## src/rtl/srq_pkg.sv

```systemverilog
package srq_pkg;

    localparam int CODE_W = 16;
    localparam int NIB_W  = 4;
    localparam int SEL_W  = 3;

    typedef enum logic [SEL_W-1:0] {
        SR_8K  = 3'd0,
        SR_11K = 3'd1,
        SR_16K = 3'd2,
        SR_22K = 3'd3,
        SR_32K = 3'd4,
        SR_44K = 3'd5,
        SR_48K = 3'd6
    } rate_sel_e;

    localparam rate_sel_e SR_DEFAULT = SR_48K;

    typedef struct packed {
        rate_sel_e sel;
    } chan_st_t;

    // Range decode of the top nibble onto a supported rate
    function automatic rate_sel_e nib_to_sel(input logic [NIB_W-1:0] nib);
        rate_sel_e s;
        if (nib <= 4'h1)      s = SR_8K;
        else if (nib == 4'h2) s = SR_11K;
        else if (nib == 4'h3) s = SR_16K;
        else if (nib <= 4'h5) s = SR_22K;
        else if (nib <= 4'h7) s = SR_32K;
        else if (nib <= 4'hA) s = SR_44K;
        else                  s = SR_48K;
        return s;
    endfunction

    function automatic logic [CODE_W-1:0] sel_to_code(input rate_sel_e s);
        logic [CODE_W-1:0] c;
        case (s)
            SR_8K:   c = 16'h1F40;
            SR_11K:  c = 16'h2B11;
            SR_16K:  c = 16'h3E80;
            SR_22K:  c = 16'h5622;
            SR_32K:  c = 16'h7D00;
            SR_44K:  c = 16'hAC44;
            default: c = 16'hBB80;
        endcase
        return c;
    endfunction

endpackage

```

## src/rtl/srq_snap.sv

```systemverilog
module srq_snap
    import srq_pkg::*;
(
    input  logic [NIB_W-1:0] nib,
    output rate_sel_e        sel
);
    always_comb sel = nib_to_sel(nib);
endmodule

```

## src/rtl/srq_encode.sv

```systemverilog
module srq_encode
    import srq_pkg::*;
(
    input  rate_sel_e         sel,
    output logic [CODE_W-1:0] code
);
    always_comb code = sel_to_code(sel);
endmodule

```

## src/rtl/srq_chan.sv

```systemverilog
module srq_chan
    import srq_pkg::*;
#(
    parameter int                ADDR_W = 7,
    parameter logic [ADDR_W-1:0] IDX    = 7'h2C
) (
    input  logic              clk,
    input  logic              rst_n,
    input  logic              vr_en,
    input  logic              wr_en,
    input  logic [ADDR_W-1:0] wr_addr,
    input  logic [CODE_W-1:0] wr_data,
    output rate_sel_e         sel,
    output logic [CODE_W-1:0] code
);
    localparam int NIB_LSB = CODE_W - NIB_W;

    chan_st_t  st_d, st_q;
    rate_sel_e snap_sel;

    srq_snap u_snap (
        .nib (wr_data[NIB_LSB +: NIB_W]),
        .sel (snap_sel)
    );

    always_comb begin
        st_d = st_q;
        if (!vr_en) begin
            st_d.sel = SR_DEFAULT;
        end else if (wr_en && (wr_addr == IDX)) begin
            st_d.sel = snap_sel;
        end
    end

    always_ff @(posedge clk or negedge rst_n) begin
        if (!rst_n) st_q <= '{sel: SR_DEFAULT};
        else        st_q <= st_d;
    end

    // Forced view while disabled so the readback never lags the enable
    assign sel = vr_en ? st_q.sel : SR_DEFAULT;

    srq_encode u_enc (
        .sel  (sel),
        .code (code)
    );
endmodule

```

## src/rtl/srq_rate_regs.sv

```systemverilog
module srq_rate_regs
    import srq_pkg::*;
#(
    parameter int                ADDR_W   = 7,
    parameter logic [ADDR_W-1:0] PLAY_IDX = 7'h2C,
    parameter logic [ADDR_W-1:0] CAP_IDX  = 7'h32
) (
    input  logic              clk,
    input  logic              rst_n,
    input  logic              var_rate_en,
    input  logic              wr_en,
    input  logic [ADDR_W-1:0] wr_addr,
    input  logic [CODE_W-1:0] wr_data,
    input  logic [ADDR_W-1:0] rd_addr,
    output logic [CODE_W-1:0] rd_data,
    output logic [CODE_W-1:0] play_code,
    output logic [SEL_W-1:0]  play_sel,
    output logic [CODE_W-1:0] cap_code,
    output logic [SEL_W-1:0]  cap_sel
);
    localparam int NCH = 2;
    localparam logic [ADDR_W-1:0] IDX_TAB [NCH] = '{PLAY_IDX, CAP_IDX};

    rate_sel_e         sel_w  [NCH];
    logic [CODE_W-1:0] code_w [NCH];

    for (genvar g = 0; g < NCH; g++) begin : g_chan
        srq_chan #(
            .ADDR_W (ADDR_W),
            .IDX    (IDX_TAB[g])
        ) u_chan (
            .clk     (clk),
            .rst_n   (rst_n),
            .vr_en   (var_rate_en),
            .wr_en   (wr_en),
            .wr_addr (wr_addr),
            .wr_data (wr_data),
            .sel     (sel_w[g]),
            .code    (code_w[g])
        );
    end

    always_comb begin
        rd_data = '0;
        for (int k = 0; k < NCH; k++) begin
            if (rd_addr == IDX_TAB[k]) rd_data = code_w[k];
        end
    end

    assign play_code = code_w[0];
    assign play_sel  = sel_w[0];
    assign cap_code  = code_w[1];
    assign cap_sel   = sel_w[1];
endmodule

```

## config.mk

```make
export PLATFORM = sky130hd
export DESIGN_NAME = srq_rate_regs
export DESIGN_NICKNAME = d
export VERILOG_FILES = /design/src/rtl/srq_pkg.sv /design/src/rtl/srq_snap.sv /design/src/rtl/srq_encode.sv /design/src/rtl/srq_chan.sv /design/src/rtl/srq_rate_regs.sv
export SDC_FILE = /design/constraint.sdc
export NUM_CORES = 1
export LEC_CHECK = 0
export BUFFER_PORTS_ARGS = -buffer_cell sky130_fd_sc_hd__buf_4
export CAP_MARGIN = 10
export CORE_MARGIN = 2
export CORE_UTILIZATION = 30
export DETAILED_ROUTE_END_ITERATION = 16
export SYNTH_ARGS = -nofsm -noshare
export SYNTH_HDL_FRONTEND = slang
export SYNTH_SLANG_ARGS = --single-unit
export TNS_END_PERCENT = 50
```

## constraint.sdc

```tcl
create_clock -name clk -period 2.05 [get_ports clk]
set_input_delay 0.41 -clock clk [delete_from_list [all_inputs] [get_ports clk]]
set_output_delay 0.41 -clock clk [all_outputs]
set_load 0.01 [all_outputs]
```

==> After elaboration in Yosys (flattened, before gate mapping) <==
Cells that the tools add are included.
{ "word_totals": {"inputBits": 34, "elab_cells": 44, "output_inout_bits": 54, "regBits": 6} }
{ "classes": {"mux": 16, "n_reduce_logical": 4, "magnitude_cmp": 4, "n_eq_ne": 18} }
{ "op_table": {"columns": ["cell", "n"], "rows": [
  ["16-bit one-hot mux with 6 select lines", 2],
  ["16-bit two-way mux", 2],
  ["3-bit two-way mux", 10],
  ["7-bit by 6-bit equality test with 1-bit output, second input constant", 4],
  ["3-bit by 2-bit equality test with 1-bit output, second input constant", 4],
  ["3-bit equality test, second input constant", 4],
  ["4-bit by 2-bit equality test with 1-bit output, second input constant", 2],
  ["4-bit by 3-bit <= comparator with 1-bit output, second input constant", 2],
  ["3-bit by 1-bit equality test with 1-bit output, second input constant", 2],
  ["3-bit zero test", 2],
  ["4-bit by 1-bit <= comparator with 1-bit output, second input constant", 1],
  ["4-bit <= comparator, second input constant", 1],
  ["2-bit two-way mux", 2],
  ["2-bit by 1-bit != test with 1-bit output, second input constant", 2],
  ["1-bit logical AND", 2]
]} }

==> Logic depth before layout (Yosys ltp) <==
{ "depth": {"depth_word": 9, "ltp_mapped": 7, "ltp_nobuf": 6} }

==> By module <==
Synthesis repeated with hierarchy kept, for this count alone.
{ "unflattened": {"hier_cells": 137, "area_unflattened_um2": 1136.1} }
{ "modules_own_cells": {"columns": ["mod", "cells_per_inst", "area_per_inst_um2", "seq_area_each_um2", "instances"], "rows": [
  ["srq_rate_regs", 41, 355.3, 0.0, 1],
  ["srq_encode", 23, 162.7, 0.0, 2],
  ["srq_chan at g_chan[1].u_chan", 16, 197.7, 77.6, 1],
  ["srq_chan at g_chan[0].u_chan", 16, 175.2, 77.6, 1],
  ["srq_snap", 9, 41.3, 0.0, 2]
]} }

==> Least setup slack after synthesis <==
OpenSTA, ideal clock, no wires.
{ "synth_path": {"path_kind": "flip-flop to output port", "startpoint": "reg g_chan[0].u_chan.st_q[1] (netlist bit)", "endpoint": "out rd_data[5]", "stages_incl_launch_ff": 7, "t_arrival_ns": 1.494, "required_time_ns": 1.640, "path_slack_ns": 0.146, "path_cell_list": "dfstp_2 buf_4 inv_2 nor3_4 a22oi_1 nor2_1 buf_4"} }
{ "synth_via": {"elab_chain_cells": 5} }
{ "synth_lines": {"columns": ["element", "line", "text"], "rows": [
  ["start, declared", "srq_chan.sv:18", "chan_st_t st_d, st_q;"],
  ["start signal, assigned", "srq_chan.sv:36", "if (!rst_n) st_q <= '{sel: SR_DEFAULT};"],
  ["start signal, assigned", "srq_chan.sv:37", "else st_q <= st_d;"],
  ["3-bit two-way mux *", "srq_chan.sv:41", "assign sel = vr_en ? st_q.sel : SR_DEFAULT;"],
  ["3-bit equality test, or another cell as far along", "srq_pkg.sv:38", "case (s)"],
  ["16-bit one-hot mux with 6 select lines *", "srq_pkg.sv:38", null],
  ["16-bit two-way mux * (2 in series)", "srq_rate_regs.sv:46", "if (rd_addr == IDX_TAB[k]) rd_data = code_w[k];"],
  ["end, declared", "srq_rate_regs.sv:15", "output logic [CODE_W-1:0] rd_data,"]
]} }
Every way passes the cells marked *; elsewhere a longest branch is shown, timed or not.

==> Worst setup path in the final report <==
{ "layout_path": {"startpoint": "reg g_chan[1].u_chan.st_q[2] (netlist bit)", "endpoint": "out rd_data[6]"} }
{ "layout_via": {"elab_chain_cells": 4} }
{ "layout_lines": {"columns": ["element", "line"], "rows": [
  ["start, declared", "srq_chan.sv:18"],
  ["start signal, assigned", "srq_chan.sv:36"],
  ["start signal, assigned", "srq_chan.sv:37"],
  ["3-bit two-way mux *", "srq_chan.sv:41"],
  ["3-bit equality test, or another cell as far along", "srq_pkg.sv:38"],
  ["16-bit one-hot mux with 6 select lines *", "srq_pkg.sv:38"],
  ["16-bit two-way mux *", "srq_rate_regs.sv:46"]
]} }
Marked as above.

==> results.md <==
- Lkg Pwr: ~0.8 nW
- Yosys warning count: 0
- Die W: between 60 and 70 µm
- Failing checks: setup timing
- DRT Pass-1 Iters: 4
- Worst slack, placed: between 0.1 and 0.15 ns
- Initial antenna violation count: 0
- R2r worst-path depth: 3
- # diodes: 0
- Synth cell types: 46
- Worst path cell trace: and2b_2, nor3_4, a22oi_2, nor2_2, buf_4
- # nets final: around 250
- Sequential share of the synthesized area: between 10% and 20%
- Finished Layout Cells: about 260
- Total CTS buffers: 3
- Clock sink count: 6
- CTS Buffer Depth: 2
- Site row count: 21
- Pins Over Slew Limit: 0
- Max IR drop VDD: 0.1607 mV
- Crit start category: flip-flop
- Fmax: 487.3 MHz
- Flop2flop setup slack: slightly above 0.9 ns
- Status: finished with violations
- Fin Clk Skew: 0 ns
- Tcrit/Tclk final: 100.1%
- Worst min path class: primary input to async pin
- Netlist Area Pre-Place: approximately 1100 µm²
- Largest net degree at the start of global routing: 23
- Final WS setup: -0.002037 ns
- Root buf cell: clkbuf_4
- FFs w/ async S/R, synth: 100.0%
- Routed len/inst: between 10 and 15 µm
- 1st-iter DRT viols: 55
- CTS tree: built
- Hold Fails Final Rpt: 0
- Reg2reg end: g_chan[1].u_chan.st_q[1]$_DFFE_PN1P_
- Routed vias: around 1,300
- I/O Buffers: just over 70
- WP data arrival: 1.64 ns
- Largest register by flop count: g_chan.u_chan.st_q
- Pwr Total: 0.3110 mW
- GP Congestion: approximately 0.79
- Maxcap violations: 0
- Number of global-route vias before repair: 1,192
- Crit path capture type: output pin
- Share of layout cells above drive strength 1: approximately 57%
- Placeable core region: approximately 3400 µm²
- Critical-path top delay cell: dfstp_2
- Critical Path RT: ~1.6 ns
- Type of the worst setup path: flip-flop to output pin
- Number of synthesized flops with an enable pin: 0
- Fin util: approximately 50%
- WP buf/inv: 1
- Placed insts: ~250
- Initial Util: 31.58%
- CP max stage delay: between 0.5 and 0.6 ns
- P per Cell Area: ~190 nW/µm²
- First-pass GRT wire length: between 5 and 6 mm
- DRC violations left: 0
- Die Footprint: 4033 µm²
- Top flop regs: g_chan.u_chan.st_q x6
- Synth Flop Type: dfstp_2
- Most common library cell in the layout ignoring fill and taps: buf_4
- Number of synthesized register bits: 6
- GR Util All Layers: 17.06%
- Final setup viols: 1
- Most frequent cells in the layout: 85 x buf_4, 16 x nor2_1, 10 x inv_1, 9 x nand2_1, 8 x a22oi_1
- R2R Path Start: g_chan[1].u_chan.st_q[1]$_DFFE_PN1P_
- Routed wire length: approximately 3.4 mm
- HPWL after DPL: 2.762 mm
- Mean cell area of the mapped netlist: 7.588 µm²
- Crit-path leading delay family: simple AND/OR/NAND/NOR gates
- RSZ-0062 raised after global routing: true
- Vias per cell: 4.853
- H-tree depth: 1
- Die Y: approximately 64 µm
- Remaining antenna violation count: 0
- Worst-skew pair later-pin latency: 0.24 ns
- Ports: 88
- Min Tclk post-route: 2.052 ns
- Reg clk slew, reported paths: around 0.050 ns
- Mapped Cells: 140
- Layout area overhead: 57.60%
- Max FFs per register: 6
- Remaining global-route overflow: 0
- Worst Path Max Fanout: 8
-- cell usage after synthesis, types with 2 or more instances --
library cell	n	share of area, %
a21oi_1	2	0.94
a22oi_1	8	5.7
and2b_1	3	2.1
and2b_2	2	1.6
and3b_1	2	1.6
and4bb_2	2	2.4
buf_2	4	1.9
buf_4	12	8.5
buf_6	3	3.2
dfrtp_1	2	4.7
dfstp_2	4	9.9
inv_1	10	3.5
inv_2	3	1.1
mux2_2	2	2.1
mux2i_1	2	1.9
nand2_1	9	3.2
nand2b_1	5	2.9
nand3_1	4	1.9
nand4_1	2	1.2
nor2_1	16	5.7
nor2b_1	2	1.2
nor3_4	4	6.1
nor3b_1	2	1.4
nor3b_2	2	2.4
o211ai_1	2	1.4
o21ai_0	8	3.8
o21ai_1	2	0.94
o21ai_2	2	1.6
o22ai_1	2	1.2
-- cell type report --
| class | instances | area, µm² |
|---|---|---|
| Fill cell | 356 | 1689 |
| Sequential cell | 6 | 156.4 |
| Multi-Input combinational cell | 104 | 726.9 |
| Timing Repair Buffer | 87 | 659.4 |
| Inverter | 13 | 51.30 |
| Clock buffer | 3 | 22.52 |
| Tap cell | 46 | 57.56 |
-- worst reg2reg max path, delay by kind of cell, from the launching register on --
family,cells,cell delay (ns)
buf+inv,1,0.14
mux,1,0.27
flops,1,0.39
simple gates,1,0.27
-- where the power goes --
group	switching, mW	leakage (nW)	internal, mW
logic	0.0376	0.729	0.0445
registers	0.000411	0.0684	0.120
clock network	0.0428	0.0138	0.0662
-- routing by layer --
metal  up-vias  GRT usage, %  share of wire [%]
li1        614             -                  -
met1       567         20.70                 43
met2        74         29.21                 46
met3         2         4.286                 11
met4         0         5.707               0.62
met5         -             0                  0
-- cells by family after synthesis --
kind of cell           Yosys count  share of synthesized area (%)
AND/OR/NAND/NOR                 66                          42.99
buffers and inverters           32                          18.14
AO/OA/AOI/OAI                   29                          18.26
flip-flops                       6                          14.61
multiplexers                     4                          4.005
XOR/XNOR                         2                          1.649
other                            1                         0.3530
-- per-stage QoR --
step                cell area [µm²]  hold slack [ns]  setup TNS [ns]
finish                         1674           0.5074       -0.002037
global route                   1674           0.5268         -0.2870
CTS                            1652           0.5105       -0.005056
detailed placement             1569           0.2235               0
global placement               1569           0.2184               0
floorplan                      1070           0.1144               0
-- repair_timing --
item	4_1_cts	5_1_grt
setup endpoints to repair	8	11
pin swaps	0	5
hold buffers	1	0
resized for setup	3	3
setup buffers	6	2
endpoints found under the hold margin	2	0
-- worst max path at each step --
stage                                               startpoint          end  slack, ns  depth (start not counted)
after CTS                 g_chan[1].u_chan.st_q[2]$_DFFE_PN1P_   rd_data[6]     -0.005                          5
final                     g_chan[1].u_chan.st_q[2]$_DFFE_PN1P_   rd_data[6]     -0.002                          5
after global placement                              rd_addr[0]  rd_data[14]       0.15                          5
after global routing      g_chan[1].u_chan.st_q[2]$_DFFE_PN1P_   rd_data[7]      -0.07                          5
after floorplan           g_chan[0].u_chan.st_q[1]$_DFFE_PN1P_   rd_data[5]       0.15                          6
after detailed placement                           var_rate_en   rd_data[6]       0.12                          6
Note: power is estimated with default switching activity, not from simulation.
